### src/rtl/spi_cmd_rx_pkg.sv
package spi_cmd_rx_pkg;

  typedef enum logic [1:0] {
    DEC_NONE  = 2'd0,
    DEC_MODE  = 2'd1,
    DEC_TRACE = 2'd2
  } dec_kind_e;

endpackage

### src/rtl/spi_cmd_rx_sync.sv
module spi_cmd_rx_sync #(
  parameter int             WIDTH    = 3,
  parameter int             STAGES   = 2,
  parameter logic [WIDTH-1:0] RST_VAL = '0
) (
  input  logic             clk,
  input  logic             rst,
  input  logic [WIDTH-1:0] d_async,
  output logic [WIDTH-1:0] q_sync
);

  logic [WIDTH-1:0] chain [STAGES];

  genvar s;
  generate
    for (s = 0; s < STAGES; s++) begin : g_stage
      if (s == 0) begin : g_first
        always_ff @(posedge clk) begin
          if (rst) chain[0] <= RST_VAL;
          else     chain[0] <= d_async;
        end
      end else begin : g_next
        always_ff @(posedge clk) begin
          if (rst) chain[s] <= RST_VAL;
          else     chain[s] <= chain[s-1];
        end
      end
    end
  endgenerate

  assign q_sync = chain[STAGES-1];

endmodule

### src/rtl/spi_cmd_rx_shifter.sv
module spi_cmd_rx_shifter #(
  parameter int WORD_W = 16
) (
  input  logic              clk,
  input  logic              rst,
  input  logic              sclk_s,
  input  logic              cs_n_s,
  input  logic              mosi_s,
  output logic              frame_vld,
  output logic [WORD_W-1:0] frame_word
);

  localparam int CNT_W = $clog2(WORD_W + 2);
  localparam logic [CNT_W-1:0] CNT_FULL = CNT_W'(WORD_W);
  localparam logic [CNT_W-1:0] CNT_SAT  = CNT_W'(WORD_W + 1);

  logic              sclk_d;
  logic              cs_d;
  logic [CNT_W-1:0]  bit_cnt;
  logic [WORD_W-1:0] shreg;

  logic sclk_rise, cs_fall, cs_rise;

  assign sclk_rise = sclk_s & ~sclk_d;
  assign cs_fall   = ~cs_n_s & cs_d;
  assign cs_rise   = cs_n_s & ~cs_d;

  always_ff @(posedge clk) begin
    if (rst) begin
      sclk_d <= 1'b0;
      cs_d   <= 1'b1;
    end else begin
      sclk_d <= sclk_s;
      cs_d   <= cs_n_s;
    end
  end

  always_ff @(posedge clk) begin
    if (rst) begin
      bit_cnt <= '0;
      shreg   <= '0;
    end else if (cs_fall) begin
      bit_cnt <= '0;
    end else if (!cs_n_s && sclk_rise) begin
      shreg <= {shreg[WORD_W-2:0], mosi_s};
      if (bit_cnt != CNT_SAT) bit_cnt <= bit_cnt + 1'b1;
    end
  end

  always_ff @(posedge clk) begin
    if (rst) begin
      frame_vld  <= 1'b0;
      frame_word <= '0;
    end else begin
      frame_vld <= 1'b0;
      if (cs_rise && bit_cnt == CNT_FULL) begin
        frame_vld  <= 1'b1;
        frame_word <= shreg;
      end
    end
  end

  // A completed frame is only reported once the select is seen released.
  assert_frame_on_release_R9: assert property (@(posedge clk) disable iff (rst)
    frame_vld |-> cs_n_s);

  // The bit counter never moves while the block is deselected.
  assert_idle_quiet_R7: assert property (@(posedge clk) disable iff (rst)
    (cs_n_s && cs_d) |=> $stable(bit_cnt));

endmodule

### src/rtl/spi_cmd_rx_decode.sv
module spi_cmd_rx_decode
  import spi_cmd_rx_pkg::*;
#(
  parameter int CMD_W      = 4,
  parameter int DATA_W     = 12,
  parameter int CMD_SETCFG = 1,
  parameter int CMD_TRACE  = 2
) (
  input  logic                    clk,
  input  logic                    rst,
  input  logic                    frame_vld,
  input  logic [CMD_W+DATA_W-1:0] frame_word,
  output logic [DATA_W-1:0]       mode_q,
  output logic                    mode_wr,
  output logic                    trace_en,
  output logic                    trace_wr
);

  localparam logic [CMD_W-1:0] OP_SETCFG = CMD_W'(CMD_SETCFG);
  localparam logic [CMD_W-1:0] OP_TRACE  = CMD_W'(CMD_TRACE);

  logic [CMD_W-1:0]  cmd_f;
  logic [DATA_W-1:0] data_f;
  dec_kind_e         kind;

  assign cmd_f  = frame_word[CMD_W+DATA_W-1:DATA_W];
  assign data_f = frame_word[DATA_W-1:0];

  always_comb begin
    if (cmd_f == OP_SETCFG)     kind = DEC_MODE;
    else if (cmd_f == OP_TRACE) kind = DEC_TRACE;
    else                        kind = DEC_NONE;
  end

  always_ff @(posedge clk) begin
    if (rst) begin
      mode_q   <= '0;
      trace_en <= 1'b0;
      mode_wr  <= 1'b0;
      trace_wr <= 1'b0;
    end else begin
      mode_wr  <= 1'b0;
      trace_wr <= 1'b0;
      if (frame_vld) begin
        case (kind)
          DEC_MODE: begin
            mode_q  <= data_f;
            mode_wr <= 1'b1;
          end
          DEC_TRACE: begin
            trace_en <= data_f[0];
            trace_wr <= 1'b1;
          end
          default: ;
        endcase
      end
    end
  end

  assert_strobe_excl_R8: assert property (@(posedge clk) disable iff (rst)
    !(mode_wr && trace_wr));

  assert_mode_hold_R3: assert property (@(posedge clk) disable iff (rst)
    !mode_wr |-> $stable(mode_q));

  assert_trace_hold_R4: assert property (@(posedge clk) disable iff (rst)
    !trace_wr |-> $stable(trace_en));

  assert_wr_needs_frame_R5: assert property (@(posedge clk) disable iff (rst)
    (mode_wr || trace_wr) |-> $past(frame_vld));

endmodule

### src/rtl/spi_cmd_rx.sv
module spi_cmd_rx #(
  parameter int WORD_W      = 16,
  parameter int CMD_W       = 4,
  parameter int SYNC_STAGES = 2,
  parameter int CMD_SETCFG  = 1,
  parameter int CMD_TRACE   = 2,
  localparam int DATA_W     = WORD_W - CMD_W
) (
  input  logic              clk,
  input  logic              rst,
  input  logic              sclk,
  input  logic              cs_n,
  input  logic              mosi,
  output logic [DATA_W-1:0] mode_q,
  output logic              mode_wr,
  output logic              trace_en,
  output logic              trace_wr
);

  // Bit order in the synchronized bundle: [2]=select, [1]=clock, [0]=data.
  logic [2:0]        pins_s;
  logic              frame_vld;
  logic [WORD_W-1:0] frame_word;

  spi_cmd_rx_sync #(
    .WIDTH  (3),
    .STAGES (SYNC_STAGES),
    .RST_VAL(3'b100)
  ) u_sync (
    .clk    (clk),
    .rst    (rst),
    .d_async({cs_n, sclk, mosi}),
    .q_sync (pins_s)
  );

  spi_cmd_rx_shifter #(
    .WORD_W(WORD_W)
  ) u_shift (
    .clk       (clk),
    .rst       (rst),
    .sclk_s    (pins_s[1]),
    .cs_n_s    (pins_s[2]),
    .mosi_s    (pins_s[0]),
    .frame_vld (frame_vld),
    .frame_word(frame_word)
  );

  spi_cmd_rx_decode #(
    .CMD_W     (CMD_W),
    .DATA_W    (DATA_W),
    .CMD_SETCFG(CMD_SETCFG),
    .CMD_TRACE (CMD_TRACE)
  ) u_dec (
    .clk       (clk),
    .rst       (rst),
    .frame_vld (frame_vld),
    .frame_word(frame_word),
    .mode_q    (mode_q),
    .mode_wr   (mode_wr),
    .trace_en  (trace_en),
    .trace_wr  (trace_wr)
  );

  assert_reset_state_R1: assert property (@(posedge clk)
    $past(rst) |-> (mode_q == '0 && !trace_en && !mode_wr && !trace_wr));

endmodule

### config.mk
export PLATFORM = sky130hd
export DESIGN_NAME = spi_cmd_rx
export DESIGN_NICKNAME = d
export VERILOG_FILES = /design/src/rtl/spi_cmd_rx_pkg.sv /design/src/rtl/spi_cmd_rx_sync.sv /design/src/rtl/spi_cmd_rx_shifter.sv /design/src/rtl/spi_cmd_rx_decode.sv /design/src/rtl/spi_cmd_rx.sv
export SDC_FILE = /design/constraint.sdc
export NUM_CORES = 1
export LEC_CHECK = 0
export ABC_AREA = 1
export BUFFER_PORTS_ARGS = -buffer_cell sky130_fd_sc_hd__buf_2
export CORE_ASPECT_RATIO = 0.75
export CORE_MARGIN = 4
export CORE_UTILIZATION = 52
export DETAILED_ROUTE_END_ITERATION = 16
export GPL_ROUTABILITY_DRIVEN = 0
export HOLD_SLACK_MARGIN = 0.12
export PLACE_DENSITY = 0.74
export SETUP_SLACK_MARGIN = 0.05
export SYNTH_ARGS = -nofsm -noshare
export SYNTH_HDL_FRONTEND = slang
export SYNTH_SLANG_ARGS = --single-unit
### constraint.sdc
create_clock -name clk -period 1.3 [get_ports clk]
set_input_delay 0.26 -clock clk [delete_from_list [all_inputs] [get_ports clk]]
set_output_delay 0.26 -clock clk [all_outputs]
set_load 0.02 [all_outputs]
# Yosys cells after proc, flatten, opt, wreduce, memory -nomap -nowiden
# Memory sizes are Yosys's and may differ from the RTL's.
# Cells that the tools add are included.
[word_totals]
ff_bits = 55
mem_bits_rw = 6
input_bits = 5
out_inout_bits = 15
wordCells = 47
mem_count = 1
[classes]
addsub = 1
eq_ne = 6
mux = 10
bitwise = 10
n_reduce_logical = 9
[memory_table]
columns = ["name", "depth", "width", "read_ports", "rd_ports_with_merged_regs", "write_ports", "line_no", "source"]
rows = [
  ["u_sync.chain", 2, 3, 2, 0, 2, "spi_cmd_rx_sync.sv:12", "logic [WIDTH-1:0] chain [STAGES];"],
]
[op_table]
columns = ["cell", "count"]
rows = [
  ["AND reduction 2 bit", 4],
  ["2-to-1 mux 1 bit", 6],
  ["2-to-1 mux 3 bit", 2],
  ["adder 5 x 1 -> 5 bit, second input constant", 1],
  ["== test 5 bit, second input constant", 1],
  ["inequality test 5 bit, second input constant", 1],
  ["NOT 1 bit", 5],
  ["== test 4 x 1 -> 1 bit, second input constant", 1],
  ["== test 4 x 2 -> 1 bit, second input constant", 1],
  ["2-to-1 mux 2 bit", 2],
  ["OR reduction 2 bit", 2],
  ["bitwise AND 1 bit", 3],
  ["== test 2 x 1 -> 1 bit, second input constant", 1],
  ["== test 2 bit, second input constant", 1],
  ["logical AND 1 bit", 2],
  ["bitwise OR 1 bit", 2],
  ["logical NOT 1 bit", 1],
]

# Depth between registers and ports, before layout
# Gate-level depths: netlist (run 1).
[logic_depth]
depth_word = 5
mapped_depth = 8
mapped_depth_nobuf = 7

# Hierarchy
# A second synthesis (run 1) with hierarchy kept.
[hier_totals]
cells_unflattened = 320
area_unflattened_um2 = 2471.1
[modules_own_cells]
columns = ["mod", "n_inst", "cells_each", "area_per_inst_um2", "seq_area_each_um2"]
rows = [
  ["spi_cmd_rx_shifter", 1, 204, 1622.8, 800.8],
  ["spi_cmd_rx_decode", 1, 97, 679.4, 300.3],
  ["spi_cmd_rx_sync", 1, 19, 168.9, 120.1],
]

# Worst setup path after synthesis (run 1)
# OpenSTA, ideal clock, no wires.
[synth_path]
path_type = "register to register"
from = "register u_shift.bit_cnt[0]"
to = "register u_shift.frame_word[12]"
setup_ns = 0.113
t_arrival_ns = 1.143
required_time_ns = 1.187
setup_slack_ns = 0.043
path_stages_with_launch = 9
path_buffers = 1
period_less_slack_ns = 1.257
cell_sequence = "dfxtp_1 inv_1 ha_1 nand3_2 nor2_8 inv_4 buf_6 nor2_1 nor2_1"
[synth_between]
elab_chain_cells = 2
[synth_rtl]
columns = ["element", "line_no", "source"]
rows = [
  ["from (decl)", "spi_cmd_rx_shifter.sv:19", "logic [CNT_W-1:0] bit_cnt;"],
  ["from (signal assigned)", "spi_cmd_rx_shifter.sv:46", "if (bit_cnt != CNT_SAT) bit_cnt <= bit_cnt + 1'b1;"],
  ["== test 5 bit", "spi_cmd_rx_shifter.sv:56", "if (cs_rise && bit_cnt == CNT_FULL) begin"],
  ["logical AND 1 bit", "spi_cmd_rx_shifter.sv:56", ""],
  ["to (signal assigned)", "spi_cmd_rx_shifter.sv:58", "frame_word <= shreg;"],
  ["to (decl)", "spi_cmd_rx_shifter.sv:10", "output logic [WORD_W-1:0] frame_word"],
]
# No other way between the ends.
# A chain may end at the register's enable or synchronous reset.

# Final worst setup path (run 1)
[layout_path]
from = "register u_shift.bit_cnt[1]"
to = "register u_shift.frame_word[5]"
# Same word-level chain as after synthesis.

==> results.json, run 1 <==
{
  "status": "finished, final reports clean",
  "rows": 20,
  "layout_common_cells": "nor2_1, dfxtp_1, nand2_1",
  "drtIter0Drc": 93,
  "route.antenna.remaining_nets": 0,
  "r2r-start": "u_shift.bit_cnt[1]",
  "rr_endpoint": "u_shift.frame_word[5]",
  "setup_viol": 0,
  "top_usage_layer": "met2",
  "rsz0062_at_grt": "yes",
  "r2r_slack_ns": 0.06,
  "skew_ns": 0.00684,
  "clock_latency_ns": 0.33,
  "final_common_cell": "nor2_1",
  "hold_class": "in -> reg",
  "endpoint_kind": "flop",
  "cap_violations": 0,
  "core_sq_um": 4100,
  "dr.pass1.iters": 4,
  "hp-start": "rst",
  "timing.final.crit_share": 0.951,
  "crit_type": "reg -> reg",
  "routed_wl_um": 4440,
  "syn_inst": 283,
  "wl_per_cell_um": 11.8,
  "final_util": 0.683,
  "via_count": 1870,
  "hold_viol": 0,
  "die_h_um": 64.9,
  "fillerInstances": 344,
  "netlist_area_sq_um": 2240,
  "synth_fp_nets": 291,
  "diodes": 0,
  "max_slew_margin": 0.798,
  "max_freq_ghz": 0.809,
  "grtUsageMet2": 0.281,
  "worst_slack_ns": 0.0643,
  "cts_tree": "yes",
  "hold_slack_ns": 0.174,
  "vdd_ir_drop_max_mv": 0.760,
  "io_pins": 20,
  "drive_above_1_share": 0.236,
  "finalPower_uw": 3710,
  "p_per_area_nw_per_um2": 1320,
  "yosysSeqAreaShare": 0.544,
  "report.final.slew_viol_count": 0,
  "overflow": 0,
  "ys_ff_latch": 61,
  "hold-path-endpoint": "u_sync.chain[1][1]",
  "hold_depth": 2,
  "cts.sinks": 61,
  "drc": 0,
  "htreeDepth": 3,
  "final-instance-count-excl-fill": 377,
  "grt_pass1_vias": 1732,
  "area_growth_syn_to_layout_pct": 24.9,
  "critPathArrivalTime_ns": 1.51,
  "syn_avg_cell_area_sq_um": 7.93,
  "p_leak_uw": 0.00119,
  "r2r_cells": 7,
  "grt_max_degree": 30,
  "grt_pass1_wl_um": 7540,
  "worstMarginPinSlew_ns": 0.302,
  "vias_per_cell": 4.96,
  "dieArea_sq_um": 5440,
  "period_minus_slack_ns": 1.24,
  "crit_fanout": 8,
  "start_util": 0.547,
  "ys_warn_count": 0,
  "crit_start": "u_shift.bit_cnt[1]",
  "cts_root_buffer": "clkbuf_8",
  "worstSetupStartpointType": "flop",
  "place_hpwl_um": 2860,
  "use_met1": 0.213,
  "synth.distinct_cells": 24,
  "clkTransAtPathRegs_ns": 0.06,
  "numCtsBuffers": 9,
  "clockBufferDepth": 2,
  "required_ns": 1.57,
  "die_w_um": 83.8,
  "antenna_found_initial": 0,
  "dp_cells": 355,
  "grt_usage": 0.177,
  "final_nets": 325,
  "pre_cts_slack_ns": -0.00749,
  "use_met3": 0.0712,
  "portBuffers": 19
}
-- through the flow --
stage | TNS [ns] | instance area [sq um]
global route | -0.0145 | 2800
CTS | 0 | 2700
floorplan | 0 | 2240
detailed placement | -0.00749 | 2450
global placement | 0 | 2450
finish | 0 | 2800
-- cells by family after synthesis --
logic type,Yosys count,synth area share
flops,61,0.544
fa+ha+maj,3,0.0167
buf+inv,33,0.0669
compound gates,52,0.117
simple gates,134,0.255
-- power breakdown --
part	switching (uW)	internal [uW]	total, uW	leakage [uW]
registers	4.80	1880	1880	0.000493
logic	55.0	38.1	93.1	0.000588
clock network	693	1040	1730	0.000106
-- Yosys cell counts --
| cell type | n | area [sq um] |
|---|---|---|
| nor3_1 | 1 | 5.00 |
| buf_6 | 2 | 22.5 |
| inv_4 | 1 | 6.26 |
| nand2_2 | 1 | 6.26 |
| or2_2 | 2 | 12.5 |
| buf_2 | 4 | 20.0 |
| o21ai_0 | 21 | 105 |
| dfxtp_1 | 61 | 1220 |
| a21oi_1 | 20 | 100 |
| ha_1 | 3 | 37.5 |
| o21ai_1 | 10 | 50.1 |
| nand2_1 | 28 | 105 |
| buf_4 | 1 | 7.51 |
| nor2_2 | 1 | 6.26 |
| clkbuf_1 | 6 | 22.5 |
| nor2_8 | 1 | 20.0 |
| nand3_2 | 1 | 10.0 |
| nor3b_1 | 1 | 7.51 |
| nand3_1 | 25 | 125 |
| inv_2 | 1 | 3.75 |
| buf_1 | 1 | 3.75 |
| inv_1 | 17 | 63.8 |
| o21bai_1 | 1 | 7.51 |
| nor2_1 | 73 | 274 |
-- registers in the layout, indices dropped and copies added, names as in the netlist --
signal and count:
u_dec.trace_wr 1, u_dec.trace_en 1, u_dec.mode_wr 1, u_shift.shreg 16
u_dec.mode_q 12, u_shift.bit_cnt 5, u_sync.chain 6, u_shift.frame_word 16
u_shift.sclk_d 1, u_shift.frame_vld 1, u_shift.cs_d 1
-- what timing repair did --
action                                  in CTS  in global routing
hold endpoints to repair                     3                  0
setup buffers                                0                  2
endpoints found under the setup margin      31                 38
pin swaps                                    0                  6
hold buffers                                 3                  0
gates cloned                                 0                  1
gates resized for setup                      6                 29
-- metal layers --
metal  vias to the layer above  share of wire
met4                         0          0.014
met1                       840           0.47
li1                        977              -
met3                         8          0.056
met5                         -              0
met2                        45           0.46
-- critical path, cell delays in order, from the launching register on --
cell and delay [ns]:
dfxtp_2 0.32, inv_2 0.08, ha_4 0.15, nand3_4 0.10
nor2_8 0.20, clkbuf_16 0.19, o21ai_2 0.05, nor2_1 0.09
-- cell type report --
type                       count  area [sq um]  share of cell area
sequential                    61          1220               0.436
clock buffer                  13           169              0.0603
inverter                      19          76.3              0.0272
timing repair buffer          37           284               0.101
clock inverter                 3          42.5              0.0152
multi-input combinational    189           940               0.335
tap                           55          68.8              0.0246
-- worst max-delay path by stage --
stage | endpoint | cells past startpoint | slack, ns
after floorplan | u_shift.frame_word[12] | 8 | 0.07
after global placement | u_shift.shreg[9] | 5 | 0.009
after detailed placement | u_shift.shreg[1] | 5 | -0.007
after CTS | u_shift.frame_word[3] | 7 | 0.06
after global routing | u_shift.shreg[13] | 5 | -0.008
final | u_shift.frame_word[5] | 7 | 0.06
(Power assumes the default switching activity.)
==> run 2: changes to the inputs <==
--- a/config.mk
+++ b/config.mk
@@ -17,4 +17,5 @@
 export SETUP_SLACK_MARGIN = 0.05
 export SYNTH_ARGS = -nofsm -noshare
 export SYNTH_HDL_FRONTEND = slang
+export SYNTH_HIERARCHICAL = 1
 export SYNTH_SLANG_ARGS = --single-unit
==> results.json, run 2 <==
{
  "status": "finished, final reports clean",
  "yosysMostFrequentCell": "nor2_1",
  "yosysSeqAreaShare": 0.494,
  "p_leak_uw": 0.00119,
  "ys_ff_latch": 61,
  "overflow": 0,
  "drc": 0,
  "cts.sinks": 61,
  "area_growth_syn_to_layout_pct": 22.7,
  "synthTopCellsByCount": "nor2_1, dfxtp_1, nand2_1, inv_1",
  "crit_start": "u_shift/bit_cnt[0]",
  "fillerInstances": 362,
  "place_hpwl_um": 3140,
  "hold_viol": 0,
  "cts_root_buffer": "clkbuf_8",
  "core_sq_um": 4520,
  "numCtsBuffers": 9,
  "hold_class": "in -> reg",
  "antenna_found_initial": 0,
  "synth.distinct_cells": 25,
  "setup_viol": 0,
  "dr.pass1.iters": 4,
  "r2r-start": "u_shift/bit_cnt[0]",
  "via_count": 2102,
  "required_ns": 1.56,
  "drtIter0Drc": 212,
  "worst_slack_ns": 0.00940,
  "worstMarginPinSlew_ns": 0.404,
  "clockBufferDepth": 2,
  "clock_latency_ns": 0.33,
  "synth-edff-count": 0,
  "die_w_um": 87.6,
  "portBuffers": 19,
  "cap_violations": 0,
  "report.final.slew_viol_count": 0,
  "ys.flop_type": "dfxtp_1",
  "crit_type": "reg -> reg",
  "vdd_ir_drop_max_mv": 0.668,
  "route.antenna.remaining_nets": 0,
  "finalPower_uw": 3350,
  "netlist_area_sq_um": 2470,
  "synth_fp_nets": 328,
  "crit_path_max_incr_delay_ns": 0.36,
  "vias_per_cell": 5.02,
  "synth_top_area_share": 0.494,
  "syn_inst": 320,
  "ys_warn_count": 6,
  "start_util": 0.547,
  "crit_fanout": 5,
  "final_common_cell": "nor2_1",
  "htreeDepth": 3,
  "critPathArrivalTime_ns": 1.55,
  "reg_top3": "u_shift/frame_word x16, u_shift/shreg x16, u_dec/mode_q x12",
  "endpoint_kind": "flop",
  "io_pins": 20,
  "hold_depth": 3,
  "die_h_um": 67.7,
  "routed_wl_um": 5080,
  "grt_pass1_vias": 1691,
  "dieArea_sq_um": 5930,
  "synthArstFlopShare": 0,
  "drive_above_1_share": 0.257,
  "worstSetupStartpointType": "flop",
  "period_minus_slack_ns": 1.29,
  "diodes": 0,
  "final_nets": 366,
  "synth_top_area_cell": "dfxtp_1",
  "grt_usage": 0.165,
  "timing.final.crit_share": 0.993,
  "skew_ns": 0.00466,
  "crit_slowest_cell": "dfxtp_4",
  "rows": 21,
  "layout_common_cells": "nor2_1, dfxtp_1, nand2_1",
  "grt_pass1_wl_um": 7520,
  "synth_area_leaders": "dfxtp_1, nor2_1, nand2_1, inv_1, a21oi_1",
  "clkTransAtPathRegs_ns": 0.06,
  "max_freq_ghz": 0.775,
  "pre_cts_slack_ns": 0.0682,
  "wl_per_cell_um": 12.1,
  "p_per_area_nw_per_um2": 1110,
  "max_slew_margin": 0.731,
  "grt_max_degree": 18,
  "r2r_cells": 8,
  "rsz0062_at_grt": "yes",
  "cp_cell_sequence": "inv_4 > ha_4 > nand2_4 > nor2_4 > buf_12 > buf_6 > nand3_2 > a21oi_2",
  "hp-start": "mosi",
  "cts_tree": "yes",
  "syn_avg_cell_area_sq_um": 7.72
}
[run 2: cell count changes after synthesis, sizes merged, moves of 2 or more]
cell    change
inv        +16
o21ai      -14
clkbuf      -5
nand4      +14
nor2        +2
nand2      +24
nand3b      +2
buf         +5
nand3       -5
or2         -2
[run 2: final cells by class]
cell class	instances	area [sq um]	area share
clock buffers	13	149	0.0491
clock inverters	2	10.0	0.00330
inverters	35	144	0.0475
multi-input cells	211	1150	0.378
flip-flops and latches	61	1230	0.405
well taps	57	71.3	0.0235
repair buffers	40	282	0.0929
[run 2: worst max-delay path: cells and delay by family, from the launching register on]
family,cells,cell delay (ns)
AND/OR/NAND/NOR,3,0.27
buffers and inverters,3,0.33
AO/OA/AOI/OAI,1,0.14
flip-flops,1,0.36
adder cells (fa/ha/maj),1,0.13
[run 2: per-layer routing]
metal | vias up | GRT usage | share of wire
li1 | 1093 | - | -
met1 | 943 | 0.229 | 0.49
met2 | 58 | 0.231 | 0.43
met3 | 8 | 0.0476 | 0.063
met4 | 0 | 0.0862 | 0.010
met5 | - | 0 | 0
[run 2: final timing paths]
path / end / slack [ns]
max: u_shift/frame_word[15] / 0.009
min: u_sync/chain[0][0] / 0.14
max reg2reg: u_shift/frame_word[15] / 0.009
min reg2reg: u_sync/chain[1][1] / 0.40
[run 2: logic make-up after synthesis]
kind of cell | after synthesis | synth area share
AOI/OAI and AO/OA | 38 | 0.0785
adders and majority gates | 3 | 0.0152
buffers and inverters | 49 | 0.0942
DFF | 61 | 0.494
and+or+nand+nor | 169 | 0.318
[run 2: stage by stage]
| step | TNS, ns | util | std cells | hold slack (ns) | cell area, sq um |
|---|---|---|---|---|---|
| floorplan | 0 | - | 320 | 0.331 | 2490 |
| global placement | 0 | 0.583 | 392 | 0.390 | 2630 |
| detailed placement | 0 | 0.583 | 392 | 0.392 | 2630 |
| CTS | 0 | 0.623 | 409 | 0.128 | 2820 |
| global route | -0.0914 | 0.671 | 419 | 0.150 | 3030 |
| finish | 0 | 0.671 | 419 | 0.138 | 3030 |
[run 2: timing repair]
| item | in CTS | in global routing |
|---|---|---|
| endpoints found under the setup margin | 1 | 35 |
| resized for setup | 1 | 31 |
| hold endpoints to repair | 2 | 0 |
| hold buffers | 2 | 0 |
| setup buffers | 0 | 8 |
| gates cloned | 0 | 2 |
| pin swaps | 0 | 15 |
[run 2: where the power goes]
part | leakage, uW | switching, uW | internal [uW]
Sequential | 0.000494 | 7.03 | 1880
Clock | 0.0000833 | 644 | 728
Combinational | 0.000609 | 60.6 | 35.8
